## src/rtl/cfg_stream_pkg.sv

```systemverilog
`timescale 1ns/1ps
package cfg_stream_pkg;

   // Stand-in array contents: word at address a is 37*a + 11 (truncated by user)
   function automatic logic [31:0] pattern_word(input logic [31:0] a);
      return a * 32'd37 + 32'd11;
   endfunction

endpackage

```

## src/rtl/cfg_pos_counter.sv

```systemverilog
`timescale 1ns/1ps
module cfg_pos_counter #(
   parameter int WORD_W     = 8,
   parameter int TOTAL_BITS = 226520,
   parameter int ADDR_W     = 15,
   parameter int BIT_W      = 3
) (
   input  logic              clk,
   input  logic              por_n,
   input  logic              clear,
   input  logic              step,
   output logic [ADDR_W-1:0] addr_q,
   output logic [BIT_W-1:0]  bit_q,
   output logic              done_q
);
   localparam logic [ADDR_W-1:0] LAST_ADDR = ADDR_W'((TOTAL_BITS - 1) / WORD_W);
   localparam logic [BIT_W-1:0]  LAST_BIT  = BIT_W'((TOTAL_BITS - 1) % WORD_W);
   localparam logic [BIT_W-1:0]  WRAP_BIT  = BIT_W'(WORD_W - 1);

   logic at_end;
   assign at_end = (addr_q == LAST_ADDR) && (bit_q == LAST_BIT);

   always_ff @(posedge clk or negedge por_n) begin
      if (!por_n) begin
         addr_q <= '0;
         bit_q  <= '0;
         done_q <= 1'b0;
      end else if (clear) begin
         addr_q <= '0;
         bit_q  <= '0;
         done_q <= 1'b0;
      end else if (step && !done_q) begin
         if (at_end) begin
            done_q <= 1'b1;
         end else if (bit_q == WRAP_BIT) begin
            bit_q  <= '0;
            addr_q <= addr_q + ADDR_W'(1);
         end else begin
            bit_q  <= bit_q + BIT_W'(1);
         end
      end
   end
endmodule

```

## src/rtl/cfg_rom_model.sv

```systemverilog
`timescale 1ns/1ps
module cfg_rom_model #(
   parameter int WORD_W = 8,
   parameter int ADDR_W = 15
) (
   input  logic [ADDR_W-1:0] addr,
   output logic [WORD_W-1:0] word
);
   import cfg_stream_pkg::*;

   always_comb begin
      word = WORD_W'(pattern_word(32'(addr)));
   end
endmodule

```

## src/rtl/cfg_bit_select.sv

```systemverilog
`timescale 1ns/1ps
module cfg_bit_select #(
   parameter int WORD_W    = 8,
   parameter int BIT_W     = 3,
   parameter bit MSB_FIRST = 1'b1
) (
   input  logic [WORD_W-1:0] word,
   input  logic [BIT_W-1:0]  bit_idx,
   output logic              bit_o
);
   localparam logic [BIT_W-1:0] TOP_IDX = BIT_W'(WORD_W - 1);

   generate
      if (MSB_FIRST) begin : g_msb
         assign bit_o = word[TOP_IDX - bit_idx];
      end else begin : g_lsb
         assign bit_o = word[bit_idx];
      end
   endgenerate
endmodule

```

## src/rtl/cfg_stream_top.sv

```systemverilog
`timescale 1ns/1ps
module cfg_stream_top #(
   parameter int WORD_W     = 8,
   parameter int TOTAL_BITS = 226520,
   parameter bit MSB_FIRST  = 1'b1
) (
   input  logic clk,
   input  logic por_n,
   input  logic ser_en,
   input  logic rst_oe,
   input  logic ce_n,
   output logic dout,
   output logic dout_en,
   output logic cascade_n,
   output logic standby
);
   localparam int NUM_WORDS = (TOTAL_BITS + WORD_W - 1) / WORD_W;
   localparam int ADDR_W    = (NUM_WORDS > 1) ? $clog2(NUM_WORDS) : 1;
   localparam int BIT_W     = (WORD_W > 1) ? $clog2(WORD_W) : 1;

   generate
      if (WORD_W < 1 || WORD_W > 32) begin : g_bad_word
         $error("cfg_stream_top: WORD_W must be 1..32");
      end
      if (TOTAL_BITS < 1) begin : g_bad_len
         $error("cfg_stream_top: TOTAL_BITS must be at least 1");
      end
   endgenerate

   logic [ADDR_W-1:0] addr_q;
   logic [BIT_W-1:0]  bit_q;
   logic              done_q;
   logic [WORD_W-1:0] cur_word;
   logic              cur_bit;
   logic              count_ok;

   // Counting and driving need read-out mode, output enable and chip enable
   assign count_ok = ser_en & rst_oe & ~ce_n;

   cfg_pos_counter #(
      .WORD_W(WORD_W), .TOTAL_BITS(TOTAL_BITS), .ADDR_W(ADDR_W), .BIT_W(BIT_W)
   ) u_pos (
      .clk(clk), .por_n(por_n), .clear(~rst_oe), .step(count_ok),
      .addr_q(addr_q), .bit_q(bit_q), .done_q(done_q)
   );

   cfg_rom_model #(.WORD_W(WORD_W), .ADDR_W(ADDR_W)) u_rom (
      .addr(addr_q), .word(cur_word)
   );

   cfg_bit_select #(.WORD_W(WORD_W), .BIT_W(BIT_W), .MSB_FIRST(MSB_FIRST)) u_sel (
      .word(cur_word), .bit_idx(bit_q), .bit_o(cur_bit)
   );

   assign dout_en   = count_ok & ~done_q;
   assign dout      = cur_bit & dout_en;
   assign cascade_n = ~done_q;
   assign standby   = ser_en & ce_n;
endmodule

```

## config.mk

```make
export PLATFORM = sky130hd
export DESIGN_NAME = cfg_stream_top
export DESIGN_NICKNAME = d
export VERILOG_FILES = /design/src/rtl/cfg_stream_pkg.sv /design/src/rtl/cfg_pos_counter.sv /design/src/rtl/cfg_rom_model.sv /design/src/rtl/cfg_bit_select.sv /design/src/rtl/cfg_stream_top.sv
export SDC_FILE = /design/constraint.sdc
export NUM_CORES = 1
export LEC_CHECK = 0
export BUFFER_PORTS_ARGS = -buffer_cell sky130_fd_sc_hd__buf_2
export CORE_MARGIN = 2
export CORE_UTILIZATION = 35
export CTS_CLUSTER_DIAMETER = 50
export DETAILED_ROUTE_END_ITERATION = 6
export GPL_TIMING_DRIVEN = 0
export PLACE_DENSITY = 0.61
export SLEW_MARGIN = 5
export SYNTH_ARGS = -nofsm -noshare
export SYNTH_HDL_FRONTEND = slang
export SYNTH_HIERARCHICAL = 1
export SYNTH_SLANG_ARGS = --single-unit
```

## constraint.sdc

```tcl
create_clock -name clk -period 7.3 [get_ports clk]
set_input_delay 0.73 -clock clk [delete_from_list [all_inputs] [get_ports clk]]
set_output_delay 0.73 -clock clk [all_outputs]
set_load 0.02 [all_outputs]
```

==> results.md <==
- Clock power share: 0.377
- Die area: 5470 µm²
- Synth Warn #: 6
- Number of port buffers: 8
- Register share of total power: 0.550
- Ant. Diodes: 0
- Crit path max fanout: 10
- Routed vias: 1,448
- Num rows: 25
- Most common cell after layout, fill and taps aside: ha_1
- Syn Area/Cell: 9.26 µm²
- DIE WIDTH: 74.0 µm
- Vias per inst: 5.48
- Layout fillers: 478
- DP HPWL: 2800 µm
- Cts bufs inserted: 3
- Flops & latches, synth: 19
- Critical setup path kind: reg2out
- CP peak stage delay: 0.53 ns
- CP required: 6.57 ns
- Area fraction of the dominant cell type after synthesis: 0.278
- 1st-iter DRT viols: 63
- I/O Pins: 9
- Post-synth ARST share: 1.00
- Distinct cells, synth: 51
- Peak Freq: 0.206 GHz
- Worst EP arrival: 4.12 ns
- Tmin final: 4.85 ns
- Area Growth Syn to Fin: 9.86%
- CP Launch Type: flip-flop
- Vias in the first global route: 1,399
- Comb pwr share: 0.073
- Top area cells in the synthesized netlist: dfrtp_1 28%, ha_1 16%, a31oi_1 4.7%, inv_1 4.2%, xnor2_1 4.1%
- Most used cell, CP: ha_1
- CP Buf/Inv Count: 3
- Total GRT Usage: 0.155
- PnR worst setup slack: 2.45 ns
- Clk buf depth: 2
- Worst path top cell family by delay: adder cells
- Pre-CTS setup slack: 2.71 ns
- Setup crit end kind: output port
- Clock Skew: 0.00132 ns
- Syn Nets: 214
- Worst Hold Class: in2async
- CTS Root Cell: clkbuf_8
- Total congestion overflow: 0
- Worst-Margin Slew: 0.875 ns
- Highest-count cells in the layout ignoring fill and taps: 22 x ha_1, 19 x inv_1, 19 x dfrtp_1, 13 x a31oi_1, 10 x nand3_1
- Fraction of layout cells with a size suffix above 1: 0.122
- Starting Density: 0.363
- Synthesized instance count: 185
- Final hold vios: 0
- Wire length per cell: 13.9 µm
- Slowest CP cell: fa_1
- Post-route ant nets: 0
- Nets: 227
- Dpl cells: 260
- CTS H-tree lvls: 1
- Placed cell area: 1840 µm²
- Net Sw Power: 46.7 µW
- DRT Pass-1 Iters: 4
- Die Height: 74.0 µm
- WHS: 0.405 ns
- Pwr/cell area: 105 nW/µm²
- Top FF cell, synth: dfrtp_1
- Routed Wire Length: 3670 µm
- Total negative slack: 0 ns
- PnR Total Power: 198 µW
- Clock transition at path regs: 0.07 ns
- Initial antenna violation count: 0
- Maximum vdd drop: 95.4 µV
- Slew Viols, Final: 0
- Crit path cell chain: ha_1 > ha_1 > inv_1 > fa_1 > inv_1 > ha_1 > ha_1 > a21oi_1 > o21ai_0 > xnor2_1 > mux4_1 > mux2_2 > nor4b_2 > buf_2
- Outcome: finished clean
- Post-CTS Hold Fix Bufs: 0
- DRC: 0
- Clk Latency, worst-skew pair: 0.26 ns
- EDFF count, synth: 0
- Relative slew slack: 0.415
- Final Cycle Share: 0.664
- Leak: 0.847 nW
- CTS tree: yes
- Core area: 4720 µm²
- Layout Cells excl Fill: 264
- Largest net degree at the start of global routing: 20
- Setup bufs post-CTS: 0
- Global-route wire length before repair: 6750 µm
- Largest area contributor in the netlist: dfrtp_1
- RSZ-0062 raised after global routing: false
- Final Setup Violations: 0
- # resized after CTS: 0
- Sequential fraction of the synthesis area: 0.278
- Clock Sinks: 19
- Switching part of the total: 0.236
- Maxcap violations: 0
- Design Area, Final: 1880 µm²
- Cell Area, Synth: 1710 µm²
- Design internal power: 151 µW
- Util after Layout: 0.398
- Routability cong.: 0.828
## cell type report
class                           instances  area, µm²  share of cell area
Tap cell                               67       83.8              0.0445
Clock buffer                            4       45.0              0.0239
Multi-Input combinational cell        141       1140               0.606
Timing Repair Buffer                    8       40.0              0.0213
Buffer                                  6       25.0              0.0133
Inverter                               19       71.3              0.0379
Sequential cell                        19        475               0.253
## cell usage after synthesis (3+ instances only)
cell and number:
ha_1 22, dfrtp_1 19, inv_1 19, a31oi_1 13
nand3_1 10, nand2_1 9, xnor2_1 8, a21oi_1 6
nor2_1 6, nand4_1 5, o21ai_0 5, clkbuf_1 4
nor3_1 4, a41oi_1 3, nor2b_1 3, xor2_1 3
## kinds of logic (layout without fill, tap and decap cells)
logic type               after synthesis  count (layout)  synth area share
flip-flops                            19              19             0.278
AO/OA/AOI/OAI                         41              41             0.161
adder cells (fa/ha/maj)               24              24             0.184
buffers and inverters                 25              37            0.0562
AND/OR/NAND/NOR                       61              61             0.221
multiplexers                           4               4            0.0438
XOR/XNOR                              11              11            0.0562
## metal layers
metal | global-route usage | wire (µm)
met1 | 0.223 | 1810
met4 | 0.0364 | 16
met2 | 0.241 | 1670
met5 | 0 | 0
met3 | 0.0298 | 173
## sequential cells by signal, indices dropped and copies added, names as in the netlist
signal / cells
u_pos/addr_q: 15
u_pos/bit_q: 3
u_pos/done_q: 1
## worst reg2reg max path: cells and delay by family, from the launching register on
family | cells | cell delay [ns]
AND/OR/NAND/NOR | 2 | 0.52
AO/OA/AOI/OAI | 2 | 0.96
adder cells (fa/ha/maj) | 2 | 0.49
flip-flops | 1 | 0.44
## worst paths after layout
kind                                                      to  slack, ns                          from  cells past startpoint
worst min register to register  u_pos/addr_q[14]$_DFFE_PN0P_       0.51  u_pos/addr_q[14]$_DFFE_PN0P_                      1
max in group asynchronous        u_pos/addr_q[7]$_DFFE_PN0P_       6.59                         por_n                      1
worst max-delay path                                    dout       2.45   u_pos/addr_q[4]$_DFFE_PN0P_                     14
worst min-delay path             u_pos/addr_q[9]$_DFFE_PN0P_       0.40                         por_n                      1
worst max register to register  u_pos/addr_q[14]$_DFFE_PN0P_       4.73    u_pos/bit_q[0]$_DFFE_PN0P_                      6
min in group clk                u_pos/addr_q[14]$_DFFE_PN0P_       0.51  u_pos/addr_q[14]$_DFFE_PN0P_                      1
## power groups by stage
stage | Combinational, mW | Clock (mW) | Sequential (mW)
after floorplan | 0.00866 | 0 | 0.110
after global placement | 0.0146 | 0 | 0.111
after detailed placement | 0.0147 | 0 | 0.111
after CTS | 0.0147 | 0.0774 | 0.109
after global routing | 0.0163 | 0.0816 | 0.109
final | 0.0144 | 0.0746 | 0.109
Power figures use the tool's default switching activity.
